## config.mk

```make
export PLATFORM = sky130hd
export DESIGN_NAME = xmc_mode_ctrl
export DESIGN_NICKNAME = d
export VERILOG_FILES = /design/src/rtl/xmc_pkg.sv /design/src/rtl/xmc_hold_timer.sv /design/src/rtl/xmc_mode_fsm.sv /design/src/rtl/xmc_out_decode.sv /design/src/rtl/xmc_mode_ctrl.sv
export SDC_FILE = /design/constraint.sdc
export NUM_CORES = 1
export LEC_CHECK = 0
export ABC_AREA = 1
export BUFFER_PORTS_ARGS = -buffer_cell sky130_fd_sc_hd__clkbuf_2
export CAP_MARGIN = 25
export CORE_ASPECT_RATIO = 0.6
export CORE_UTILIZATION = 40
export CTS_CLUSTER_DIAMETER = 40
export DETAILED_ROUTE_END_ITERATION = 12
export SYNTH_ARGS = -nofsm -noshare
export SYNTH_HDL_FRONTEND = slang
export SYNTH_HIERARCHICAL = 1
export SYNTH_SLANG_ARGS = --single-unit
```

## constraint.sdc

```tcl
create_clock -name clk -period 1.7 [get_ports clk]
set_input_delay 0.085 -clock clk [delete_from_list [all_inputs] [get_ports clk]]
set_output_delay 0.085 -clock clk [all_outputs]
set_load 0.01 [all_outputs]
```

## src/rtl/xmc_pkg.sv

```systemverilog
package xmc_pkg;
   typedef enum logic [1:0] {
      MD_SLEEP    = 2'b00,
      MD_FAILSAFE = 2'b01,
      MD_NORMAL   = 2'b10
   } xmc_mode_e;
endpackage

```

## src/rtl/xmc_hold_timer.sv

```systemverilog
module xmc_hold_timer #(
   parameter int unsigned HOLD = 4
) (
   input  logic clk,
   input  logic rst_n,
   input  logic run,
   output logic done
);
   generate
      if (HOLD < 1) begin : g_bad_hold
         initial $fatal(1, "xmc_hold_timer: HOLD must be at least 1");
      end else if (HOLD == 1) begin : g_direct
         assign done = run;
      end else begin : g_count
         localparam int unsigned CW = $clog2(HOLD);
         localparam logic [CW-1:0] LAST = CW'(HOLD - 1);
         logic [CW-1:0] cnt_q;

         assign done = run && (cnt_q == LAST);

         always_ff @(posedge clk or negedge rst_n) begin
            if (!rst_n)           cnt_q <= '0;
            else if (!run || done) cnt_q <= '0;
            else                  cnt_q <= cnt_q + 1'b1;
         end

         AST_CNT_IDLE_ZERO: assert property (@(posedge clk) disable iff (!rst_n)
            !run |=> (cnt_q == '0));
         AST_CNT_BOUNDED: assert property (@(posedge clk) disable iff (!rst_n)
            cnt_q <= LAST);
      end
   endgenerate
endmodule

```

## src/rtl/xmc_mode_fsm.sv

```systemverilog
module xmc_mode_fsm
   import xmc_pkg::*;
#(
   parameter bit LOCAL_FIRST = 1'b1
) (
   input  logic      clk,
   input  logic      rst_n,
   input  logic      pwr_ok,
   input  logic      supply_uv,
   input  logic      en_pin,
   input  logic      tx_level,
   input  logic      wake_loc_stb,
   input  logic      wake_rem_stb,
   input  logic      norm_done,
   input  logic      sleep_done,
   output xmc_mode_e state,
   output logic      norm_run,
   output logic      sleep_run,
   output logic      flag_q,
   output logic      src_q
);
   xmc_mode_e state_q, state_d;
   logic      arm_q;
   logic      wake_any;
   logic      src_pick;
   logic      live;

   assign live     = pwr_ok && !supply_uv;
   assign wake_any = wake_loc_stb || wake_rem_stb;

   generate
      if (LOCAL_FIRST) begin : g_local_first
         assign src_pick = wake_loc_stb;
      end else begin : g_remote_first
         assign src_pick = wake_loc_stb && !wake_rem_stb;
      end
   endgenerate

   assign norm_run  = live && (state_q == MD_FAILSAFE) && en_pin;
   assign sleep_run = live && (state_q == MD_NORMAL) && !en_pin && (tx_level || arm_q);

   always_comb begin
      state_d = state_q;
      if (!pwr_ok || supply_uv) begin
         state_d = MD_FAILSAFE;
      end else begin
         unique case (state_q)
            MD_FAILSAFE: if (norm_done)  state_d = MD_NORMAL;
            MD_NORMAL:   if (sleep_done) state_d = MD_SLEEP;
            MD_SLEEP:    if (wake_any)   state_d = MD_FAILSAFE;
            default:                     state_d = MD_FAILSAFE;
         endcase
      end
   end

   always_ff @(posedge clk or negedge rst_n) begin
      if (!rst_n) begin
         state_q <= MD_FAILSAFE;
         arm_q   <= 1'b0;
         flag_q  <= 1'b0;
         src_q   <= 1'b0;
      end else begin
         state_q <= state_d;
         arm_q   <= sleep_run;
         if (!pwr_ok) begin
            flag_q <= 1'b0;
            src_q  <= 1'b0;
         end else if (live && (state_q == MD_SLEEP) && wake_any) begin
            flag_q <= 1'b1;
            src_q  <= src_pick;
         end else if (en_pin) begin
            flag_q <= 1'b0;
            src_q  <= 1'b0;
         end
      end
   end

   assign state = state_q;

   AST_UV_TO_FAILSAFE: assert property (@(posedge clk) disable iff (!rst_n)
      supply_uv |=> (state_q == MD_FAILSAFE));
   AST_WAKE_TO_FAILSAFE: assert property (@(posedge clk) disable iff (!rst_n)
      (pwr_ok && (state_q == MD_SLEEP) && wake_any) |=> (state_q == MD_FAILSAFE));
   AST_SLEEP_ONLY_FROM_NORMAL: assert property (@(posedge clk) disable iff (!rst_n)
      (state_q == MD_FAILSAFE) |=> (state_q != MD_SLEEP));
   AST_NO_NORMAL_FROM_SLEEP: assert property (@(posedge clk) disable iff (!rst_n)
      (state_q == MD_SLEEP) |=> (state_q != MD_NORMAL));
   AST_UNPOWERED_FAILSAFE: assert property (@(posedge clk) disable iff (!rst_n)
      !pwr_ok |=> ((state_q == MD_FAILSAFE) && !flag_q));
endmodule

```

## src/rtl/xmc_out_decode.sv

```systemverilog
module xmc_out_decode
   import xmc_pkg::*;
(
   input  logic       clk,
   input  logic       rst_n,
   input  xmc_mode_e  state,
   input  logic       pwr_ok,
   input  logic       supply_uv,
   input  logic       en_pin,
   input  logic       inh_ready,
   input  logic       flag_q,
   input  logic       src_q,
   output logic [1:0] mode,
   output logic       comm_en,
   output logic       term_en,
   output logic       inh_on,
   output logic       rx_wake_flag,
   output logic       tx_src_local
);
   logic in_norm, in_fs;

   assign in_norm      = (state == MD_NORMAL);
   assign in_fs        = (state == MD_FAILSAFE);
   assign mode         = state;
   assign comm_en      = pwr_ok && !supply_uv && in_norm;
   assign term_en      = pwr_ok && (in_norm || in_fs);
   assign inh_on       = pwr_ok && inh_ready && (in_norm || (in_fs && !supply_uv));
   assign rx_wake_flag = flag_q && !en_pin;
   assign tx_src_local = rx_wake_flag && src_q;

   AST_UV_BLOCKS_COMM: assert property (@(posedge clk) disable iff (!rst_n)
      supply_uv |-> !comm_en);
   AST_SLEEP_QUIET: assert property (@(posedge clk) disable iff (!rst_n)
      (mode == 2'b00) |-> (!inh_on && !term_en && !comm_en));
   AST_FLAG_DROPS_ON_EN: assert property (@(posedge clk) disable iff (!rst_n)
      en_pin |-> (!rx_wake_flag && !tx_src_local));
   AST_SRC_NEEDS_FLAG: assert property (@(posedge clk) disable iff (!rst_n)
      tx_src_local |-> rx_wake_flag);
   AST_MODE_LEGAL: assert property (@(posedge clk) disable iff (!rst_n)
      mode != 2'b11);
endmodule

```

## src/rtl/xmc_mode_ctrl.sv

```systemverilog
module xmc_mode_ctrl
   import xmc_pkg::*;
#(
   parameter int unsigned NORM_DLY    = 100,
   parameter int unsigned SLEEP_DLY   = 200,
   parameter int unsigned INH_DLY     = 5000,
   parameter bit          LOCAL_FIRST = 1'b1
) (
   input  logic       clk,
   input  logic       rst_n,
   input  logic       pwr_ok,
   input  logic       supply_uv,
   input  logic       en_pin,
   input  logic       tx_level,
   input  logic       wake_loc_stb,
   input  logic       wake_rem_stb,
   output logic [1:0] mode,
   output logic       comm_en,
   output logic       term_en,
   output logic       inh_on,
   output logic       rx_wake_flag,
   output logic       tx_src_local
);
   xmc_mode_e state;
   logic norm_run, norm_done, sleep_run, sleep_done;
   logic inh_run, inh_done, inh_ready_q;
   logic flag_q, src_q;

   xmc_mode_fsm #(.LOCAL_FIRST(LOCAL_FIRST)) u_fsm (
      .clk(clk), .rst_n(rst_n), .pwr_ok(pwr_ok), .supply_uv(supply_uv),
      .en_pin(en_pin), .tx_level(tx_level),
      .wake_loc_stb(wake_loc_stb), .wake_rem_stb(wake_rem_stb),
      .norm_done(norm_done), .sleep_done(sleep_done),
      .state(state), .norm_run(norm_run), .sleep_run(sleep_run),
      .flag_q(flag_q), .src_q(src_q)
   );

   xmc_hold_timer #(.HOLD(NORM_DLY)) u_norm_tmr (
      .clk(clk), .rst_n(rst_n), .run(norm_run), .done(norm_done)
   );

   xmc_hold_timer #(.HOLD(SLEEP_DLY)) u_sleep_tmr (
      .clk(clk), .rst_n(rst_n), .run(sleep_run), .done(sleep_done)
   );

   assign inh_run = pwr_ok && !inh_ready_q;

   xmc_hold_timer #(.HOLD(INH_DLY)) u_inh_tmr (
      .clk(clk), .rst_n(rst_n), .run(inh_run), .done(inh_done)
   );

   always_ff @(posedge clk or negedge rst_n) begin
      if (!rst_n)       inh_ready_q <= 1'b0;
      else if (!pwr_ok) inh_ready_q <= 1'b0;
      else if (inh_done) inh_ready_q <= 1'b1;
   end

   xmc_out_decode u_dec (
      .clk(clk), .rst_n(rst_n), .state(state), .pwr_ok(pwr_ok),
      .supply_uv(supply_uv), .en_pin(en_pin), .inh_ready(inh_ready_q),
      .flag_q(flag_q), .src_q(src_q), .mode(mode), .comm_en(comm_en),
      .term_en(term_en), .inh_on(inh_on), .rx_wake_flag(rx_wake_flag),
      .tx_src_local(tx_src_local)
   );

   AST_INH_NEEDS_POWER: assert property (@(posedge clk) disable iff (!rst_n)
      !pwr_ok |=> !inh_ready_q);
   AST_NORMAL_NEEDS_EN: assert property (@(posedge clk) disable iff (!rst_n)
      ((mode == 2'b01) && !en_pin) |=> (mode != 2'b10));
endmodule

```

==> results of run 1 <==
## path summary, 6_finish.rpt
kind / startpoint / end / slack (ps) / cells after the start
worst min register to register: u_norm_tmr/g_count.cnt_q[0] / u_norm_tmr/g_count.cnt_q[0] / 480 / 1
worst min-delay path: wake_loc_stb / u_fsm/src_q / 60 / 3
worst max register to register: u_fsm/state[0] / u_fsm/state[1] / 100 / 11
min in group asynchronous: rst_n / u_sleep_tmr/g_count.cnt_q[5] / 360 / 3
max in group asynchronous: rst_n / u_fsm/state[0] / 1000 / 3
worst max-delay path: u_fsm/state[0] / u_fsm/state[1] / 100 / 11
## synth_stat cells (2+ instances only)
| cell | instances | area share [%] |
|---|---|---|
| ha_1 | 8 | 5.0 |
| o21ai_0 | 3 | 0.75 |
| buf_4 | 2 | 0.75 |
| nor3_1 | 4 | 1.0 |
| nand2_2 | 6 | 1.9 |
| xor2_1 | 6 | 2.6 |
| nor2_2 | 7 | 2.2 |
| nand2_4 | 2 | 1.1 |
| nand3_2 | 4 | 2.0 |
| o21bai_1 | 3 | 1.1 |
| nand4_1 | 6 | 1.9 |
| nand2_1 | 55 | 10 |
| inv_2 | 2 | 0.37 |
| inv_1 | 38 | 7.1 |
| xnor2_1 | 2 | 0.87 |
| nor2_4 | 2 | 1.1 |
| nor2_1 | 52 | 9.7 |
| o21ai_1 | 2 | 0.50 |
| nand3_1 | 15 | 3.7 |
| dfrtp_1 | 33 | 41 |
| a21oi_1 | 2 | 0.50 |
## state kept, by name (all words and copies together), names as in the netlist
signal / count
u_norm_tmr/g_count.cnt_q: 7
inh_ready_q: 1
u_fsm/src_q: 1
u_fsm/state: 2
u_inh_tmr/g_count.cnt_q: 13
u_fsm/arm_q: 1
u_sleep_tmr/g_count.cnt_q: 8
u_fsm/flag_q: 1
## through the flow
step | worst slack (ps) | total power, mW | util, %
detailed placement | -59.85 | 0.9836 | 46.17
global placement | 3.274 | 0.9827 | 46.17
finish | 99.18 | 1.714 | 49.57
global route | -19.26 | 1.794 | 49.57
CTS | 14.58 | 1.725 | 48.96
floorplan | 74.12 | 0.9267 | -
## kinds of logic (layout without fill, tap and decap cells)
group | count (synthesis) | count (layout)
simple gates | 156 | 156
buf+inv | 43 | 69
flops | 34 | 34
compound gates | 11 | 11
fa+ha+maj | 8 | 8
xor+xnor | 8 | 8
## area by class of cell
| type | count | area, µm² |
|---|---|---|
| fillers | 466 | 2374 |
| multi-input cells | 183 | 1017 |
| flip-flops and latches | 34 | 852.1 |
| inverters | 40 | 150.1 |
| repair buffers | 21 | 128.9 |
| well taps | 63 | 78.83 |
| clock buffers | 7 | 76.32 |
| clock inverters | 1 | 30.03 |
## critical path, stage by stage, from the launching register on
cell	delay [ps]
dfstp_2	550
buf_6	110
ha_4	130
inv_2	50
nor3_4	180
inv_1	70
nor2_2	90
nor2_1	50
nand2_1	90
nand3_2	80
nand2_1	60
nand2_1	40
## where the power goes
group / internal (mW) / switching (mW)
Sequential: 0.824 / 0.0109
Combinational: 0.0567 / 0.0909
Clock: 0.439 / 0.294
## layer usage
metal  up-vias  track usage [%]  share of wire (%)
met1       711            26.15                 56
met4         0            5.934               0.77
met3         4            4.878                6.7
met5         -                0                  0
li1        850                -                  -
met2        48            21.43                 37
## timing repair
item / 4_1_cts / 5_1_grt
pin swaps: 1 / 3
resized for setup: 2 / 7
hold buffers: 1 / 0
setup buffers: 1 / 0
hold endpoints to repair: 33 / 0
setup endpoints to repair: 2 / 2
gates cloned: 0 / 0
==> flow_summary_export.csv, run 1 <==
group,metric,value,unit
synthesis,avgSynthCellArea,7.724,µm²
detailed_routing,finalWirelength,3.790,mm
floorplanning,io_pins,15,
finish,nets,301,
synthesis,synth_top_family_by_area,"simple AND/OR/NAND/NOR gates",
synthesis,synth_edf_count,0,
synthesis,synth_mux_area_share,0,%
flow_run,maxCapViolCount,0,
worst_setup_path,required,1880,ps
finish,layout_common_cells,"nand2_1 (55), nor2_1 (51), inv_1 (36), dfrtp_1 (33), nand3_1 (15)",
detailed_routing,first_pass_iters,4,
detailed_routing,post_drt_wl_per_cell,10.86,µm
sta,slew_headroom,70.66,%
synthesis,synth-adder-area-share,4.984,%
sta,finalMaxSlewViolations,0,
power_and_ir_drop,leakagePower,1.085,nW
floorplanning,die_y,56.89,µm
worst_setup_path,worstSetupStartpointType,"flip-flop",
global_route,track_usage,16.81,%
synthesis,netlist_instances,260,
sta,setup_tns,0,ps
cts,cts_inserted_buffers,5,
worst_setup_path,cp-end-kind,"flip-flop",
detailed_routing,vias_per_cell,4.622,
floorplanning,fp.dieW,93.48,µm
power_and_ir_drop,ir_worst_vdd,0.4290,mV
power_and_ir_drop,p_per_area,734.6,mW/mm²
finish,layout.cells.non_filler,349,
synthesis,synthXorXnorAreaFrac,3.489,%
floorplanning,die-area,0.005317,mm²
sta,worst_slew_pin_slew,440.1,ps
cts,h-tree-depth,2,
floorplanning,start_util,42.66,%
global_route,grt_pass1_vias,1466,
worst_setup_path,critPathMaxFanout,3,
global_route,antenna_found_initial,0,
placement,hpwl,2.686,mm
worst_setup_path,cp_data_arrival_time,1780,ps
floorplanning,core-area,0.004707,mm²
global_route,grt_max_degree,35,
detailed_routing,vias,1613,
detailed_routing,first_iter_violations,84,
placement,placed_area,0.002173,mm²
cts,cts.sinks,34,
synthesis,yosysWarnings,6,
placement,portBuffers,14,
synthesis,synth_compound_area_share,3.302,%
cts,cts_root_buf,"clkbuf_8",
synthesis,synth_seq_cells,34,
finish,n_antenna_cell,0,
detailed_routing,postRouteAntennaNets,0,
cts,clockBufferDepth,2,
global_route,grt_pass1_wl,6.817,mm
synthesis,synth_flop_cell,"dfrtp_1",
placement,place_congestion,0.8085,
finish,fin_area,0.002333,mm²
run_status,status,"finished clean",
sta,period_share,94.17,%
sta,hold_slack,59.99,ps
placement,numPlacedInstances,339,
cts,clk_latency,290,ps
sta,fmax,624.7,MHz
synthesis,yosys.cell_types.count,27,
synthesis,synth_nets,276,
synthesis,async_reset_ff_share,100.0,%
sta,fin_worst_skew,6.380,ps
global_route,overflow,0,
sta,setup_viol,0,
detailed_routing,drc_errors,0,
cts,cts_tree,"done",
synthesis,synthSimpleGateAreaFrac,37.01,%
sta,fin_crit,1601,ps
synthesis,syn_area,0.002008,mm²
finish,drive_gt1_share,20.98,%
worst_setup_path,crit_type,"reg2reg",
cts,clkTransAtPathRegs,70,ps
finish,area_growth,16.20,%
floorplanning,fp-row-count,19,
sta,final_hold_viol_count,0,
finish,final_common_cell,"nand2_1",
min_path,min_path_type,"in2reg",
synthesis,yosysSeqAreaShare,42.43,%
Note: power is estimated with default switching activity, not from simulation.
==> inputs of run 2 (changes only) <==
Settings changed: SYNTH_HIERARCHICAL 1 to not set.
==> flow_summary_export.csv, run 2 <==
group,metric,value,unit
global_route,track_usage,16.50,%
synthesis,synth_most_common_cell,"nand2_1",
cts,clk_latency,280,ps
synthesis,synth_edf_count,0,
global_route,grt_pass1_wl,5.775,mm
run_status,status,"finished clean",
synthesis,synth.area.top_cells,"dfrtp_1 (45%), nand2_1 (9.2%), inv_1 (7.7%)",
global_route,grt_max_degree,35,
sta,final_hold_viol_count,0,
synthesis,yosysSeqAreaShare,46.17,%
power_and_ir_drop,p_per_area,833.9,mW/mm²
synthesis,yosysWarnings,0,
worst_setup_path,critPathMaxFanout,5,
detailed_routing,vias_per_cell,4.590,
worst_setup_path,path_delay_family,"flip-flops",
finish,fillCellCount,414,
placement,portBuffers,14,
synthesis,synth_seq_cells,34,
finish,drive_gt1_share,14.90,%
finish,layout_common_cells,"nand2_1 (45), inv_1 (38), nor2_1 (36), dfrtp_1 (33), nand3_1 (19)",
detailed_routing,first_pass_iters,4,
global_route,overflow,0,
worst_setup_path,crit_type,"reg2out",
detailed_routing,postRouteAntennaNets,0,
floorplanning,start_util,43.36,%
worst_setup_path,crit_chain,"inv_1 > ha_1 > nand2_1 > inv_1 > clkbuf_2",
synthesis,synth_flop_cell,"dfrtp_1",
sta,finalMaxSlewViolations,0,
min_path,min_path_type,"in2reg",
power_and_ir_drop,sw_frac_of_total,24.66,%
synthesis,yosysTopAreaCellShare,44.75,%
cts,post-cts-setup-buffers,0,
synthesis,yosysTopAreaCell,"dfrtp_1",
worst_setup_path,required,1620,ps
finish,final_core_util,49.85,%
worst_setup_path,worstSetupStartpointType,"flip-flop",
finish,final_common_cell,"nand2_1",
floorplanning,die_y,54.62,µm
sta,fin_worst_skew,3.478,ps
floorplanning,die-area,0.004898,mm²
power_and_ir_drop,power_frac_comb,9.8,%
sta,worst_slew_pin_slew,433.1,ps
sta,setup_tns,0,ps
finish,reg_top3,"u_inh_tmr.g_count.cnt_q x13, u_sleep_tmr.g_count.cnt_q x8, u_norm_tmr.g_count.cnt_q x7",
floorplanning,fp-row-count,18,
finish,n_antenna_cell,0,
synthesis,async_reset_ff_share,100.0,%
floorplanning,io_pins,15,
detailed_routing,finalWirelength,3.461,mm
floorplanning,core-area,0.004257,mm²
sta,fmax,652.9,MHz
worst_setup_path,cp-end-kind,"output port",
cts,cts.sinks,34,
power_and_ir_drop,leakagePower,0.9759,nW
worst_setup_path,cp_common_cell,"inv_1",
detailed_routing,first_iter_violations,96,
cts,h-tree-depth,2,
global_route,antenna_found_initial,0,
placement,numPlacedInstances,306,
cts,cts_tree,"done",
detailed_routing,post_drt_wl_per_cell,10.99,µm
finish,largest-register,"u_inh_tmr.g_count.cnt_q",
synthesis,yosys.cell_types.count,25,
detailed_routing,drc_errors,0,
synthesis,synthTopCellsByCount,"nand2_1 (45), inv_1 (38), nor2_1 (36), dfrtp_1 (33), nand3_1 (19)",
sta,period_share,90.09,%
floorplanning,fp.dieW,89.69,µm
synthesis,syn_area,0.001846,mm²
synthesis,synth_nets,246,
power_and_ir_drop,p_seq_share,48.2,%
worst_setup_path,cp_data_arrival_time,1450,ps
cts,cts_resized,0,
cts,cts_inserted_buffers,5,
cts,cts_root_buf,"clkbuf_8",
finish,largest_register_ffs,13,
cts,clkTransAtPathRegs,80,ps
placement,hpwl,2.686,mm
flow_run,maxCapViolCount,0,
worst_setup_path,critPathMaxStageDelay,570,ps
sta,slew_headroom,71.13,%
finish,area_growth,14.98,%
worst_setup_path,slowest_stage,"dfstp_2",
finish,layout.cells.non_filler,315,
placement,place_congestion,0.8035,
sta,setup_viol,0,
cts,hold_buffers,1,
sta,fin_crit,1532,ps
global_route,grt_pass1_vias,1209,
power_and_ir_drop,p_int,1.333,mW
detailed_routing,vias,1446,
power_and_ir_drop,ir_worst_vdd,0.4853,mV
sta,rsz0062_at_grt,"no",
power_and_ir_drop,report.power.total,1.769,mW
cts,clockBufferDepth,2,
worst_setup_path,path_buf_inv,3,
finish,nets,269,
power_and_ir_drop,pwr-share-clk,42.0,%
synthesis,avgSynthCellArea,7.989,µm²
synthesis,netlist_instances,231,
power_and_ir_drop,switchingPower,0.4363,mW
==> run 2: worst paths after layout <==
path	startpoint	to	slack (ps)	cells past startpoint
max	u_fsm.state[0]	term_en	170	5
min	wake_loc_stb	u_fsm.src_q	60	3
max reg2reg	u_inh_tmr.g_count.cnt_q[0]	u_inh_tmr.g_count.cnt_q[9]	210	7
min reg2reg	u_sleep_tmr.g_count.cnt_q[0]	u_sleep_tmr.g_count.cnt_q[0]	460	1
max in group asynchronous	rst_n	u_fsm.state[0]	1000	3
min in group asynchronous	rst_n	u_inh_tmr.g_count.cnt_q[8]	370	3
==> run 2: stage by stage <==
stage                     hold slack, ps  instance area (µm²)  setup WS, ps
after floorplan                   -210.6                 1846         333.8
after global placement             150.1                 1998         261.8
after detailed placement           149.6                 1998         226.4
after CTS                          45.71                 2122         149.1
after global routing               66.29                 2122         70.82
final                              55.80                 2122         168.5
==> run 2: logic make-up (layout without fill, tap and decap cells) <==
| kind of cell | count (synthesis) | in the layout | share of synthesized area, % |
|---|---|---|---|
| AOI/OAI and AO/OA | 14 | 14 | 4.068 |
| and+or+nand+nor | 132 | 132 | 34.51 |
| buffers and inverters | 39 | 63 | 8.136 |
| DFF | 34 | 34 | 46.17 |
| adders and majority gates | 7 | 7 | 4.746 |
| xor gates and xnor gates | 5 | 5 | 2.373 |
==> run 2: area by class of cell <==
| type | count | area [µm²] | area share (%) |
|---|---|---|---|
| multi-input cells | 158 | 843.3 | 39.74 |
| clock inverters | 3 | 45.04 | 2.123 |
| well taps | 60 | 75.07 | 3.538 |
| repair buffers | 17 | 95.09 | 4.481 |
| inverters | 38 | 142.6 | 6.722 |
| clock buffers | 5 | 68.82 | 3.243 |
| flip-flops and latches | 34 | 852.1 | 40.15 |
==> run 2: metal layers <==
layer	wire [µm]	up-vias	track usage (%)
met3	226	2	4.977
met5	0	-	0
li1	-	781	-
met4	12	0	3.968
met2	1185	37	19.95
met1	2036	626	26.96
==> run 2: power groups by stage <==
stage               Combinational (mW)  Sequential (mW)  Clock [mW]
floorplan                        0.102            0.870           0
CTS                              0.179            0.853       0.767
finish                           0.173            0.854       0.742
global placement                 0.177            0.868           0
detailed placement               0.177            0.869           0
global route                     0.204            0.857       0.807
==> run 2: tightest hold or removal path, stage by stage <==
cell      delay [ps]
clkbuf_2         100
nand2_1           50
o21ai_0           70
==> inputs of run 3 (changes only) <==
Settings changed: CORE_ASPECT_RATIO 0.6 to not set.
==> flow_summary_export.csv, run 3 (synthesized netlist as in run 2, its figures left out) <==
group,metric,value,unit
detailed_routing,vias,1472,
power_and_ir_drop,switchingPower,0.4037,mW
cts,post-cts-setup-buffers,0,
worst_setup_path,critPathMaxFanout,5,
cts,cts_resized,0,
cts,hold_buffers,1,
worst_setup_path,rr_worst_depth,8,
min_path,min_path_type,"in2reg",
cts,cts_inserted_buffers,5,
detailed_routing,postRouteAntennaNets,0,
worst_setup_path,path_buf_inv,3,
flow_run,maxCapViolCount,0,
global_route,grt_max_degree,24,
worst_setup_path,cp_data_arrival_time,1440,ps
finish,n_antenna_cell,0,
worst_setup_path,r2r_start,"u_fsm.state[0]",
power_and_ir_drop,power_frac_comb,11.3,%
global_route,overflow,0,
sta,final_hold_viol_count,0,
sta,slew_headroom,61.53,%
placement,portBuffers,14,
cts,cts.sinks,34,
finish,layout_common_cells,"nand2_1 (45), inv_1 (38), nor2_1 (36), dfrtp_1 (33), nand3_1 (19)",
cts,clk_latency,280,ps
detailed_routing,post_drt_wl_per_cell,10.93,µm
finish,area_growth,13.36,%
worst_setup_path,critPathLaunch,"u_fsm.state[0]",
worst_setup_path,path_delay_family,"flip-flops",
sta,setup_viol,0,
cts,clkTransAtPathRegs,70,ps
finish,final_common_cell,"nand2_1",
sta,period_share,89.61,%
global_route,track_usage,15.48,%
sta,setup_tns,0,ps
finish,reg_top3,"u_inh_tmr.g_count.cnt_q x13, u_sleep_tmr.g_count.cnt_q x8, u_norm_tmr.g_count.cnt_q x7",
placement,placed_area,0.002003,mm²
detailed_routing,first_iter_violations,71,
power_and_ir_drop,pwr-share-clk,34.7,%
power_and_ir_drop,ir_worst_vdd,0.3102,mV
placement,hpwl,2.631,mm
placement,numPlacedInstances,300,
worst_setup_path,required,1620,ps
floorplanning,fp.dieW,69.93,µm
worst_setup_path,slowest_stage,"dfstp_2",
floorplanning,die-area,0.004890,mm²
finish,layout.cells.non_filler,308,
global_route,grt_pass1_vias,1546,
worst_setup_path,worstSetupStartpointType,"flip-flop",
finish,largest_register_ffs,13,
sta,fin_worst_skew,10.37,ps
worst_setup_path,cp-end-kind,"output port",
worst_setup_path,crit_type,"reg2out",
power_and_ir_drop,leakagePower,0.9789,nW
finish,final_core_util,47.72,%
floorplanning,io_pins,15,
sta,fin_crit,1523,ps
global_route,grt_pass1_wl,6.085,mm
worst_setup_path,cp_common_cell,"inv_1",
worst_setup_path,r2r_slack,260,ps
sta,hold_slack,58.59,ps
worst_setup_path,critPathMaxStageDelay,570,ps
worst_setup_path,timing.rr.end,"u_fsm.state[1]",
sta,fmax,656.5,MHz
worst_setup_path,endpoint,"term_en",
sta,worst_slew_pin_slew,577.0,ps
finish,nets,271,
cts,cts_tree,"done",
cts,clockBufferDepth,2,
sta,rsz0062_at_grt,"no",
detailed_routing,finalWirelength,3.367,mm
power_and_ir_drop,p_per_area,754.9,mW/mm²
placement,place_congestion,0.7768,
finish,drive_gt1_share,15.23,%
finish,fin_area,0.002092,mm²
floorplanning,die_y,69.93,µm
power_and_ir_drop,p_seq_share,54.0,%
worst_setup_path,crit_chain,"inv_1 > ha_1 > nand2_1 > inv_1 > clkbuf_2",
cts,h-tree-depth,2,
sta,finalMaxSlewViolations,0,
power_and_ir_drop,p_int,1.176,mW
power_and_ir_drop,sw_frac_of_total,25.56,%
detailed_routing,vias_per_cell,4.779,
worst_setup_path,cp_num_cells,5,
floorplanning,core-area,0.004384,mm²
cts,cts_root_buf,"clkbuf_8",
detailed_routing,first_pass_iters,4,
run_status,status,"finished clean",
floorplanning,start_util,42.09,%
detailed_routing,drc_errors,0,
global_route,antenna_found_initial,0,
floorplanning,fp-row-count,24,
finish,largest-register,"u_inh_tmr.g_count.cnt_q",
==> run 3: cell count changes in the layout (fill, tap and decap cells not counted) <==
cell / delta
buf_4: +2
clkinv_2: +2
clkinvlp_4: -2
bufinv_16: -1
==> run 3: layer usage <==
metal | wire [µm] | share of wire (%) | vias to the layer above | track usage (%)
li1 | - | - | 778 | -
met1 | 1556 | 46 | 679 | 16.57
met2 | 1701 | 51 | 13 | 29.27
met3 | 84 | 2.5 | 2 | 3.896
met4 | 25 | 0.74 | 0 | 5.111
met5 | 0 | 0 | - | 0
==> run 3: worst reg2reg max path, delay by kind of cell (launching register included) <==
kind	cells	cell delay [ps]
AND/OR/NAND/NOR	5	390
flip-flops	1	570
adder cells (fa/ha/maj)	1	190
buffers and inverters	2	180
==> run 3: power by group through the flow <==
stage / logic (mW) / clock network, mW / registers (mW)
6_report: 0.178 / 0.548 / 0.853
3_5_place_dp: 0.180 / 0 / 0.868
4_1_cts: 0.183 / 0.572 / 0.853
2_1_floorplan: 0.102 / 0 / 0.870
5_1_grt: 0.207 / 0.592 / 0.856
3_3_place_gp: 0.180 / 0 / 0.866
==> run 3: per-stage QoR <==
step	setup slack [ps]	power (mW)
after floorplan	333.8	0.9716
after global placement	296.7	1.046
after detailed placement	259.7	1.048
after CTS	166.5	1.609
after global routing	109.8	1.655
final	176.7	1.579
==> run 3: area by class of cell <==
class / count / area, µm²
clock buffer: 5 / 68.82
clock inverter: 2 / 10.01
fill: 449 / 2292
inverter: 38 / 142.6
multi-input combinational: 158 / 843.3
sequential: 34 / 852.1
tap: 52 / 65.06
timing repair buffer: 19 / 110.1
==> run 3: worst min path at each step <==
stage	startpoint	to	slack, ps	depth (start not counted)
floorplan	rst_n	inh_ready_q	-210	0
global placement	rst_n	u_inh_tmr.g_count.cnt_q[9]	110	1
detailed placement	rst_n	u_inh_tmr.g_count.cnt_q[9]	120	1
CTS	wake_loc_stb	u_fsm.src_q	60	3
global route	wake_loc_stb	u_fsm.src_q	80	3
finish	wake_loc_stb	u_fsm.src_q	60	3
